--- src/rtl/bmdma_pkg.sv ---
package bmdma_pkg;
  localparam int BYTE_W    = 8;
  localparam int PTR_BYTES = 4;
  localparam int PTR_W     = BYTE_W * PTR_BYTES;
  localparam int LEN_W     = 3;
  localparam int IDX_W     = $clog2(PTR_BYTES);

  localparam logic [BYTE_W-1:0] CMD_KEEP   = 8'h09;
  localparam logic [BYTE_W-1:0] ST_PLAIN   = 8'h60;
  localparam logic [BYTE_W-1:0] ST_HOLD    = 8'h01;
  localparam logic [BYTE_W-1:0] ST_W1C     = 8'h06;

  typedef enum logic [1:0] {RK_CMD, RK_STAT, RK_PTR, RK_BAD} reg_kind_t;

  function automatic logic [BYTE_W-1:0] cmd_keep(input logic [BYTE_W-1:0] d);
    return d & CMD_KEEP;
  endfunction

  function automatic logic [BYTE_W-1:0] stat_merge(input logic [BYTE_W-1:0] old_v,
                                                   input logic [BYTE_W-1:0] d);
    return (d & ST_PLAIN) | (old_v & ST_HOLD) | (old_v & ~d & ST_W1C);
  endfunction

  function automatic logic window_fits(input logic [IDX_W-1:0] idx,
                                       input logic [LEN_W-1:0] len);
    logic [LEN_W:0] sum;
    sum = {{(LEN_W+1-IDX_W){1'b0}}, idx} + {1'b0, len};
    return (len != '0) && (sum <= PTR_BYTES[LEN_W:0]);
  endfunction

  function automatic logic [PTR_W-1:0] lane_mask(input logic [LEN_W-1:0] len);
    logic [PTR_W-1:0] m;
    m = '0;
    for (int b = 0; b < PTR_BYTES; b++)
      if (b < int'(len)) m[b*BYTE_W +: BYTE_W] = '1;
    return m;
  endfunction
endpackage

--- src/rtl/bmdma_decode.sv ---
module bmdma_decode
  import bmdma_pkg::*;
(
  input  logic [3:0]       off,
  input  logic [LEN_W-1:0] len,
  output reg_kind_t        kind,
  output logic             chan,
  output logic [IDX_W-1:0] idx,
  output logic             ok
);
  logic [2:0] reg_sel;
  assign reg_sel = off[2:0];
  assign chan    = off[3];
  assign idx     = reg_sel[IDX_W-1:0];

  always_comb begin
    kind = RK_BAD;
    ok   = 1'b0;
    if (reg_sel[2]) begin
      kind = RK_PTR;
      ok   = window_fits(idx, len);
    end else if (reg_sel == 3'd0) begin
      kind = RK_CMD;
      ok   = (len == LEN_W'(1));
    end else if (reg_sel == 3'd2) begin
      kind = RK_STAT;
      ok   = (len == LEN_W'(1));
    end
  end
endmodule

--- src/rtl/bmdma_chan.sv ---
module bmdma_chan
  import bmdma_pkg::*;
(
  input  logic              clk,
  input  logic              rst_n,
  input  logic              cmd_we,
  input  logic              st_we,
  input  logic              ptr_we,
  input  logic [IDX_W-1:0]  idx,
  input  logic [LEN_W-1:0]  len,
  input  logic [PTR_W-1:0]  wdata,
  input  logic              done,
  input  logic              fault,
  output logic [BYTE_W-1:0] cmd_q,
  output logic [BYTE_W-1:0] st_q,
  output logic [PTR_W-1:0]  ptr_q,
  output logic              go,
  output logic              rewind
);
  logic              start_evt;
  logic              stop_evt;
  logic [BYTE_W-1:0] st_next;
  logic [PTR_W-1:0]  wr_shift;
  logic [PTR_W-1:0]  wr_mask;

  assign start_evt = cmd_we &  wdata[0];
  assign stop_evt  = cmd_we & ~wdata[0];
  assign wr_shift  = wdata << (BYTE_W * idx);
  assign wr_mask   = lane_mask(len) << (BYTE_W * idx);

  always_comb begin
    st_next = st_q;
    if (st_we) st_next = stat_merge(st_q, wdata[BYTE_W-1:0]);
    if (done) begin
      st_next[0] = 1'b0;
      st_next[2] = 1'b1;
    end
    if (fault) st_next[1] = 1'b1;
    if (start_evt) st_next[0] = 1'b1;
  end

  always_ff @(posedge clk) begin
    if (!rst_n) begin
      cmd_q  <= '0;
      st_q   <= '0;
      go     <= 1'b0;
      rewind <= 1'b0;
    end else begin
      if (cmd_we) cmd_q <= cmd_keep(wdata[BYTE_W-1:0]);
      st_q   <= st_next;
      go     <= start_evt;
      rewind <= stop_evt;
    end
  end

  for (genvar b = 0; b < PTR_BYTES; b++) begin : g_ptr
    always_ff @(posedge clk) begin
      if (!rst_n)
        ptr_q[b*BYTE_W +: BYTE_W] <= '0;
      else if (ptr_we && wr_mask[b*BYTE_W])
        ptr_q[b*BYTE_W +: BYTE_W] <= wr_shift[b*BYTE_W +: BYTE_W];
    end
  end
endmodule

--- src/rtl/bmdma_regs.sv ---
module bmdma_regs
  import bmdma_pkg::*;
(
  input  logic              clk,
  input  logic              rst_n,
  input  logic              host_req,
  input  logic              host_wr,
  input  logic [3:0]        host_off,
  input  logic [LEN_W-1:0]  host_len,
  input  logic [PTR_W-1:0]  host_wdata,
  output logic [PTR_W-1:0]  host_rdata,
  output logic              host_reject,
  input  logic [1:0]        eng_done,
  input  logic [1:0]        eng_fault,
  output logic [1:0]        eng_go,
  output logic [1:0]        eng_rewind,
  output logic [1:0]        eng_dir_rd
);
  localparam int NCH = 2;

  reg_kind_t        dec_kind;
  logic             dec_ch;
  logic [IDX_W-1:0] dec_idx;
  logic             dec_ok;
  logic             wr_ok;

  logic [NCH-1:0][BYTE_W-1:0] cmd_arr;
  logic [NCH-1:0][BYTE_W-1:0] st_arr;
  logic [NCH-1:0][PTR_W-1:0]  ptr_arr;

  bmdma_decode u_dec (
    .off  (host_off),
    .len  (host_len),
    .kind (dec_kind),
    .chan (dec_ch),
    .idx  (dec_idx),
    .ok   (dec_ok)
  );

  assign wr_ok       = host_req & host_wr & dec_ok;
  assign host_reject = host_req & ~dec_ok;

  for (genvar c = 0; c < NCH; c++) begin : g_ch
    logic hit;
    assign hit = wr_ok & (dec_ch == c[0]);
    bmdma_chan u_chan (
      .clk    (clk),
      .rst_n  (rst_n),
      .cmd_we (hit & (dec_kind == RK_CMD)),
      .st_we  (hit & (dec_kind == RK_STAT)),
      .ptr_we (hit & (dec_kind == RK_PTR)),
      .idx    (dec_idx),
      .len    (host_len),
      .wdata  (host_wdata),
      .done   (eng_done[c]),
      .fault  (eng_fault[c]),
      .cmd_q  (cmd_arr[c]),
      .st_q   (st_arr[c]),
      .ptr_q  (ptr_arr[c]),
      .go     (eng_go[c]),
      .rewind (eng_rewind[c])
    );
    assign eng_dir_rd[c] = cmd_arr[c][3];
  end

  always_comb begin
    host_rdata = '0;
    if (host_req && !host_wr) begin
      if (!dec_ok) host_rdata = '1;
      else begin
        unique case (dec_kind)
          RK_CMD:  host_rdata = PTR_W'(cmd_arr[dec_ch]);
          RK_STAT: host_rdata = PTR_W'(st_arr[dec_ch]);
          RK_PTR:  host_rdata = (ptr_arr[dec_ch] >> (BYTE_W * dec_idx)) & lane_mask(host_len);
          default: host_rdata = '1;
        endcase
      end
    end
  end
endmodule

--- config.mk ---
export PLATFORM = sky130hd
export DESIGN_NAME = bmdma_regs
export DESIGN_NICKNAME = d
export VERILOG_FILES = /design/src/rtl/bmdma_pkg.sv /design/src/rtl/bmdma_decode.sv /design/src/rtl/bmdma_chan.sv /design/src/rtl/bmdma_regs.sv
export SDC_FILE = /design/constraint.sdc
export NUM_CORES = 1
export LEC_CHECK = 0
export ABC_AREA = 1
export CAP_MARGIN = 10
export CORE_AREA = 2 2 133 135
export CTS_CLUSTER_DIAMETER = 120
export DETAILED_ROUTE_END_ITERATION = 8
export DIE_AREA = 0 0 135 137
export PLACE_DENSITY = 0.61
export SLEW_MARGIN = 20
export SYNTH_ARGS = -nofsm -noshare
export SYNTH_HDL_FRONTEND = slang
export SYNTH_HIERARCHICAL = 1
export SYNTH_SLANG_ARGS = --single-unit
--- constraint.sdc ---
create_clock -name clk -period 3.4 [get_ports clk]
set_clock_uncertainty 0.05 [all_clocks]
set_input_delay 0.68 -clock clk [delete_from_list [all_inputs] [get_ports clk]]
set_output_delay 0.68 -clock clk [all_outputs]
set_load 0.01 [all_outputs]
# ---- Word level (Yosys, flattened, before mapping)
# Index checks and enable logic that the tools add are counted.
dict set report op_classes {
  n_addsub 1
  magnitude_cmp 6
  eq_ne 4
  shifts 3
  muxes 41
  n_bitwise 26
  n_reduce_logical 20
}
# operator n
set op_table {}
lappend op_table {{8-bit two-way mux} 19}
lappend op_table {{32-bit two-way mux} 4}
lappend op_table {{32-bit case mux with 3 select lines} 1}
lappend op_table {{32-bit bitwise AND} 1}
lappend op_table {{32-bit by 5-bit << shifter with 25-bit output} 1}
lappend op_table {{32-bit by 5-bit << shifter with 32-bit output} 1}
lappend op_table {{32-bit by 5-bit >> shifter with 32-bit output} 1}
lappend op_table {{1-bit bitwise AND} 15}
lappend op_table {{7-bit by 1-bit OR with 7-bit output} 2}
lappend op_table {{7-bit by 3-bit OR with 7-bit output} 2}
lappend op_table {{1-bit two-way mux} 11}
lappend op_table {{1-bit logical AND} 10}
lappend op_table {{3-bit nonzero test} 3}
lappend op_table {{2-bit nonzero test} 4}
lappend op_table {{3-bit bitwise AND} 2}
lappend op_table {{1-bit by 3-bit < comparator with 1-bit output, first input constant} 2}
lappend op_table {{2-bit by 3-bit < comparator with 1-bit output, first input constant} 2}
lappend op_table {{2-bit two-way mux} 3}
lappend op_table {{3-bit two-way mux} 2}
lappend op_table {{2-bit by 3-bit adder with 4-bit output} 1}
lappend op_table {{4-bit by 3-bit less-or-equal comparator with 1-bit output, second input constant} 1}
lappend op_table {{4-bit two-way mux} 1}
lappend op_table {{3-bit by 1-bit == test with 1-bit output, second input constant} 1}
lappend op_table {{3-bit by 2-bit == test with 1-bit output, second input constant} 1}
lappend op_table {{8 further kinds} 10}
dict set report word_totals {
  regBits 88
  inputBits 47
  output_inout_bits 39
  word_cells 123
}

# ---- Longest topological paths before layout
# Gate-level depths: netlist of run 1.
dict set report logic_depth {
  depth_word 12
  mapped_depth 16
  depth_no_buf 15
}

# ---- Modules after synthesis
# Netlist of run 1, hierarchy kept.
# mod instances cells_each area_per_inst_um2 seq_area_each_um2
set modules_own_cells {}
lappend modules_own_cells {bmdma_chan 2 334 2165.8 820.8}
lappend modules_own_cells {bmdma_regs 1 389 1726.7 0.0}
lappend modules_own_cells {bmdma_decode 1 30 171.4 0.0}

# ---- Least setup slack after synthesis of run 1
# Ideal clock, no wire load.
dict set report synth_path {
  kind {input-to-output}
  start {in host_off[0]}
  end {out host_rdata[2]}
  t_arrival_ns 2.346
  required_ns 2.670
  slack_ns 0.324
  stages 12
  n_path_buf 1
  path_cell_list {ha_1 > inv_1 > fa_1 > nand2_1 > nand3_1 > nand3_1 > nand2_1 > a21boi_1 > buf_2 > o21ai_0 > nor2_1 > a21oi_1}
}
dict set report synth_via {
  word_cells_on_any_way 19
  cone_classes {add/sub: 1; order compare: 1; eq/ne: 3; shift: 1; mux: 9; bitwise: 1; reduce/logical: 3}
}
# item line
set synth_lines {}
lappend synth_lines {{start, declared} bmdma_regs.sv:8} ;# input logic [3:0] host_off,
lappend synth_lines {{2-bit by 3-bit adder with 4-bit output / 3-bit by 2-bit == test with 1-bit output (equally long branches)} {bmdma_pkg.sv:27, bmdma_decode.sv:25}}
lappend synth_lines {{4-bit by 3-bit less-or-equal comparator with 1-bit output / 1-bit two-way mux (equally long branches)} {bmdma_pkg.sv:28, bmdma_decode.sv:25}}
lappend synth_lines {{1-bit logical AND / 1-bit two-way mux (equally long branches)} {bmdma_pkg.sv:28, bmdma_decode.sv:22}}
lappend synth_lines {{1-bit two-way mux *} bmdma_decode.sv:19} ;# if (reg_sel[2]) begin
lappend synth_lines {{net dec_ok} bmdma_regs.sv:24} ;# logic dec_ok;
lappend synth_lines {{32-bit two-way mux *} bmdma_regs.sv:69} ;# if (!dec_ok) host_rdata = '1;
lappend synth_lines {{32-bit two-way mux *} bmdma_regs.sv:68} ;# if (host_req && !host_wr) begin
lappend synth_lines {{end, declared} bmdma_regs.sv:11} ;# output logic [PTR_W-1:0] host_rdata,
# The timed path passes the listed nets; every way through them passes the cells marked *.

# ---- Worst setup path after layout of run 1
dict set report layout_path {
  start {in host_off[0]}
  end {out host_rdata[5]}
}
# The elaborated chain is that of the path after synthesis.

==> metrics.md, run 1 <==
| Metric | Value |
|---|---|
| CP required | 2670 ps |
| Power Total | 2.72 mW |
| FFs w/ async S/R, synth | 0 |
| Synth Warn # | 6 |
| Worst-Margin Slew | 865 ps |
| Htree depth | 3 |
| Post-synthesis sequential area ratio | 0.264 |
| Internal | 1.93 mW |
| Fraction of layout cells with a size suffix above 1 | 0.132 |
| Drt pass-1 iters | 6 |
| Inserted Clock Buffers | 9 |
| DRC viols | 0 |
| Die X | 135 µm |
| CP Capture Type | primary output |
| Sequential share of power | 0.360 |
| NumNets Final | 1,233 |
| # rows | 48 |
| Leak | 3.50 nW |
| Commonest cells after routing, fill and taps aside | nand2_1, a21oi_1, nand3_1, nor2_1, inv_1 |
| Initial antenna violation count | 0 |
| Synthesized area | 6230 µm² |
| Hold depth | 2 |
| Combinational share of power | 0.219 |
| P_sw | 784 µW |
| Core Util, Final | 0.451 |
| Top cells by area, synth | dfxtp_1, nand2_1, a21oi_1 |
| Die Ht | 137 µm |
| Final setup violation count | 0 |
| Die Area | 18,500 µm² |
| Clk_lat worst skew | 340 ps |
| Commonest non-fill, non-tap cell in the layout | nand2_1 |
| Routability congestion estimate | 0.930 |
| Period minus WS final | 3260 ps |
| CP Class | input port to primary output |
| MaxCap Viol Count | 0 |
| CTS sink cnt | 82 |
| Relative slew margins | 0.424 |
| Synth-to-Final Area Change | 23.6% |
| Clock root buffer | clkbuf_16 |
| Worst min path class | flip-flop to flip-flop |
| Post-synthesis cell count | 1,087 |
| Initial Utilization | 0.365 |
| Netlist cell types | 34 |
| Startpoint Class | input port |
| Switching share of power | 0.288 |
| Crit share post-route | 0.960 |
| Largest net degree at the start of global routing | 62 |
| I/O pins | 86 |
| Clock transition at path regs | 60 ps |
| Total gr overflow | 0 |
| Post-synth EDFFs | 0 |
| Post-synth top area cell | dfxtp_1 |
| R2r setup slk | 2530 ps |
| WL/cell | 15.7 µm |
| GRT Resource Usage Total | 0.245 |
| Synth top area share | 0.264 |
| Clock power frac | 0.421 |
| Fmax | 0.306 GHz |
| Dpl hpwl | 16.5 mm |
| Post-route ant nets | 0 |
| First-pass GRT wire length | 34.9 mm |
| Vias in the first global route | 6,289 |
| Final Hold Viols | 0 |
| Worst VDD drop | 213 µV |
| Core ar. | 17,100 µm² |
| Ys flop type | dfxtp_1 |
| Yosys reg bits | 82 |
| TritonCTS clock tree | built |
| Syn avg cell area | 5.73 µm² |
| Pwr dens | 353 nW/µm² |
| Worst Path Max Fanout | 5 |
| Max-slew violation count | 0 |
| Iter 0 DRT Violations | 758 |
| Via count | 6,989 |
| Worst R2R Path Depth | 4 |
| Total Routed Length | 22.2 mm |
| CP arrival | 2530 ps |
| I/O Buffers | 85 |
| Drt via density | 4.95 |
| Clk buf depth | 2 |
| # diodes | 0 |
| Unrepaired setup endpoints after global routing | false |
| Status | complete, no violations |
==> final cells by class <==
| type | count | area (µm²) |
|---|---|---|
| inverters | 99 | 377 |
| repair buffers | 150 | 1250 |
| clock buffers | 10 | 239 |
| flip-flops and latches | 82 | 1640 |
| clock inverters | 6 | 111 |
| well taps | 225 | 282 |
| multi-input cells | 841 | 3790 |
| fillers | 1877 | 9360 |
==> power by group through the flow <==
stage / Combinational [mW] / Clock [mW] / Sequential, mW
finish: 0.594 / 1.15 / 0.979
global route: 0.656 / 1.20 / 0.979
CTS: 0.591 / 1.16 / 0.978
detailed placement: 0.588 / 0 / 1.00
global placement: 0.585 / 0 / 1.00
floorplan: 0.351 / 0 / 0.997
==> synthesized netlist by cell type, types with 2 or more instances <==
master,count
nand2_4,2
a21oi_1,124
nor2_2,3
nor2_4,4
buf_2,22
nand2_2,3
buf_6,8
buf_4,32
o21ai_1,7
a211oi_1,2
nor2_1,112
conb_1,2
inv_4,2
nand3_1,120
inv_2,6
o21ai_0,53
a31o_2,2
inv_1,91
dfxtp_1,82
a21oi_2,3
nand4_1,11
nand2_1,364
ha_1,2
nand3_2,2
buf_1,3
nand3_4,2
clkbuf_1,16
==> routing by layer <==
layer  part of all wire  GRT usage  vias to the layer above
li1                   -          -                     3628
met1               0.51      0.378                     3074
met2               0.41      0.353                      266
met3              0.070     0.0385                       21
met4              0.015     0.0556                        0
met5                  0          0                        -
==> path summary, 6_finish.rpt <==
check / start / end
hold / removal: g_ch[0].u_chan/ptr_q[6] / g_ch[0].u_chan/ptr_q[6]
setup reg to reg: g_ch[1].u_chan/ptr_q[31] / g_ch[1].u_chan/ptr_q[31]
setup / recovery: host_off[0] / host_rdata[5]
hold reg to reg: g_ch[0].u_chan/ptr_q[6] / g_ch[0].u_chan/ptr_q[6]
==> cells by family after synthesis <==
kind of cell,Yosys count,share of synthesized area
and+or+nand+nor,627,0.426
AOI/OAI and AO/OA,193,0.160
buffers and inverters,180,0.143
DFF,82,0.264
adders and majority gates,3,0.00723
other,2,0.00121
==> state kept, by name, summed over array words and instances, names as in the netlist <==
register            count
g_ch.u_chan/ptr_q      64
g_ch.u_chan/st_q       10
g_ch.u_chan/go          2
g_ch.u_chan/rewind      2
g_ch.u_chan/cmd_q       4
==> worst max-delay path, cell delays in order <==
cell	delay, ps
buf_4	100
ha_4	130
inv_2	30
fa_2	510
nand2_1	50
nand3_1	60
nand3_1	70
nand2_1	80
a21boi_4	240
buf_12	170
o21ai_1	70
nor2_1	110
a21oi_1	70
buf_2	170
==> through the flow <==
stage	hold slack (ps)	setup WS [ps]	cells	TNS [ps]	instance area [µm²]
CTS	397	35.1	1414	0	7700
finish	396	136	1413	0	7700
detailed placement	387	-625	1394	-21260	7420
global route	411	12.3	1413	0	7700
global placement	384	-580	1394	-19780	7420
floorplan	374	324	1103	0	6290
==> repair_timing <==
| item | CTS | global route |
|---|---|---|
| buffers inserted | 2 | 0 |
| gates cloned | 2 | 0 |
| endpoints found under the hold margin | 0 | 0 |
| setup endpoints to repair | 33 | 9 |
| gates resized for setup | 139 | 12 |
| pin swaps | 8 | 6 |
| hold buffers | 0 | 0 |
No activity file was read; power rests on OpenSTA's default activity.
==> run 2, diff against run 1 <==
--- a/config.mk
+++ b/config.mk
@@ -7,11 +7,11 @@
 export LEC_CHECK = 0
 export ABC_AREA = 1
 export CAP_MARGIN = 10
-export CORE_AREA = 2 2 133 135
+export CORE_AREA = 2 2 109 111
 export CTS_CLUSTER_DIAMETER = 120
 export DETAILED_ROUTE_END_ITERATION = 8
-export DIE_AREA = 0 0 135 137
-export PLACE_DENSITY = 0.61
+export DIE_AREA = 0 0 111 113
+export PLACE_DENSITY = 0.84
 export SLEW_MARGIN = 20
 export SYNTH_ARGS = -nofsm -noshare
 export SYNTH_HDL_FRONTEND = slang
==> metrics.md, run 2 (synthesis gave the netlist of run 1 again) <==
| Metric | Value |
|---|---|
| Die Area | 12,500 µm² |
| Worst Path Max Fanout | 4 |
| Die Ht | 113 µm |
| Worst min path class | flip-flop to flip-flop |
| Synth-to-Final Area Change | 20.1% |
| Largest net degree at the start of global routing | 67 |
| Final Worst Setup Slack | 91.3 ps |
| Final Hold Viols | 0 |
| Worst VDD drop | 215 µV |
| NumNets Final | 1,219 |
| Drt pass-1 iters | 6 |
| Max-slew violation count | 0 |
| # diodes | 0 |
| Clk buf depth | 2 |
| Iter 0 DRT Violations | 891 |
| Setup crit start | host_len[0] |
| Dpl hpwl | 14.7 mm |
| Total gr overflow | 0 |
| Max reg flops | 64 |
| Leak | 3.44 nW |
| # rows | 39 |
| Vias in the first global route | 6,411 |
| Cts hold-fix bufs | 0 |
| Status | complete, no violations |
| Htree depth | 3 |
| Clock transition at path regs | 60 ps |
| CP required | 2670 ps |
| Commonest non-fill, non-tap cell in the layout | nand2_1 |
| CTS sink cnt | 82 |
| R2r setup slk | 2540 ps |
| Finished Cell Area | 7480 µm² |
| Hold depth | 2 |
| Fmax | 0.302 GHz |
| First-pass GRT wire length | 33.2 mm |
| Hold Startpoint | g_ch[0].u_chan/ptr_q[6] |
| Drt via density | 5.52 |
| Top reg by flops | g_ch.u_chan/ptr_q |
| DRC viols | 0 |
| TritonCTS clock tree | built |
| Clk_lat worst skew | 330 ps |
| Via count | 7,273 |
| CP arrival | 2580 ps |
| Routability congestion estimate | 0.981 |
| Period minus WS final | 3310 ps |
| I/O Buffers | 85 |
| Dpl cell area | 7240 µm² |
| Pre-CTS WS | -671 ps |
| I/O pins | 86 |
| Reg-to-reg critical path endpoint | g_ch[1].u_chan/cmd_q[3] |
| Fraction of layout cells with a size suffix above 1 | 0.121 |
| CP Capture Type | primary output |
| GRT Resource Usage Total | 0.329 |
| Initial Utilization | 0.553 |
| Clock root buffer | clkbuf_16 |
| MaxCap Viol Count | 0 |
| Inserted Clock Buffers | 9 |
| WL/cell | 15.6 µm |
| Post-route ant nets | 0 |
| Worst-Margin Slew | 673 ps |
| Total Routed Length | 20.6 mm |
| Top flop regs | g_ch.u_chan/ptr_q: 64 flops, g_ch.u_chan/st_q: 10 flops, g_ch.u_chan/cmd_q: 4 flops |
| Core ar. | 11,300 µm² |
| Crit share post-route | 0.973 |
| Pwr dens | 350 nW/µm² |
| Die X | 111 µm |
| Final setup violation count | 0 |
| Reg2reg start | g_ch[1].u_chan/cmd_q[3] |
| Worst R2R Path Depth | 2 |
| Power Total | 2.62 mW |
| CP Class | input port to primary output |
| Critical Path Sink | host_rdata[7] |
| Startpoint Class | input port |
| Relative slew margins | 0.552 |
| Commonest cells after routing, fill and taps aside | nand2_1, a21oi_1, nand3_1, nor2_1, inv_1 |
| Initial antenna violation count | 0 |
## run 2: area by class of cell
cell class              count  area, µm²
clock buffers              10        239
clock inverters             6       87.6
fillers                  1036       3790
inverters                  99        377
multi-input cells         841       3790
flip-flops and latches     82       1640
well taps                 143        179
repair buffers            136       1160
## run 2: metrics by stage
step           setup TNS [ps]  hold WS [ps]  std cells  utilization
6_report                    0           400       1317        0.664
5_1_grt                 -11.2           423       1317        0.664
4_1_cts                     0           398       1317        0.663
3_5_place_dp           -21080           389       1298        0.642
3_3_place_gp           -17580           382       1298        0.642
2_1_floorplan               0           374       1103            -
## run 2: metal layers
metal / part of all wire / track usage / vias up / wire (µm)
met2: 0.42 / 0.492 / 423 / 8760
met4: 0.030 / 0.115 / 0 / 627
met5: 0 / 0 / - / 0
met1: 0.42 / 0.479 / 3208 / 8740
met3: 0.12 / 0.0573 / 45 / 2490
li1: - / - / 3597 / -
## run 2: critical path, cell delays in order
cell	delay, ps
buf_4	100
ha_4	130
inv_2	30
fa_2	510
nand2_1	50
nand3_1	60
nand3_1	70
nand2_1	90
a21boi_4	230
buf_12	140
buf_16	100
o21ai_0	70
nor2_1	90
a21oi_1	70
buf_2	170
## run 2: worst min-delay path by stage
stage / to / slack (ps)
after floorplan: g_ch[0].u_chan/ptr_q[0] / 370
after global placement: g_ch[1].u_chan/ptr_q[6] / 380
after detailed placement: g_ch[0].u_chan/ptr_q[3] / 390
after CTS: g_ch[0].u_chan/ptr_q[1] / 400
after global routing: g_ch[0].u_chan/ptr_q[6] / 420
final: g_ch[0].u_chan/ptr_q[6] / 400
## run 2: power by group
part	internal, mW	switching (mW)	total [mW]
clock	0.665	0.401	1.07
combinational	0.214	0.361	0.575
sequential	0.971	0.00748	0.979
total	1.85	0.770	2.62
## run 2: timing repair
action | 4_1_cts | 5_1_grt
buffers inserted | 2 | 1
pin swaps | 4 | 6
gates cloned | 1 | 0
endpoints found under the setup margin | 33 | 32
gates resized for setup | 139 | 9
hold endpoints to repair | 0 | 0
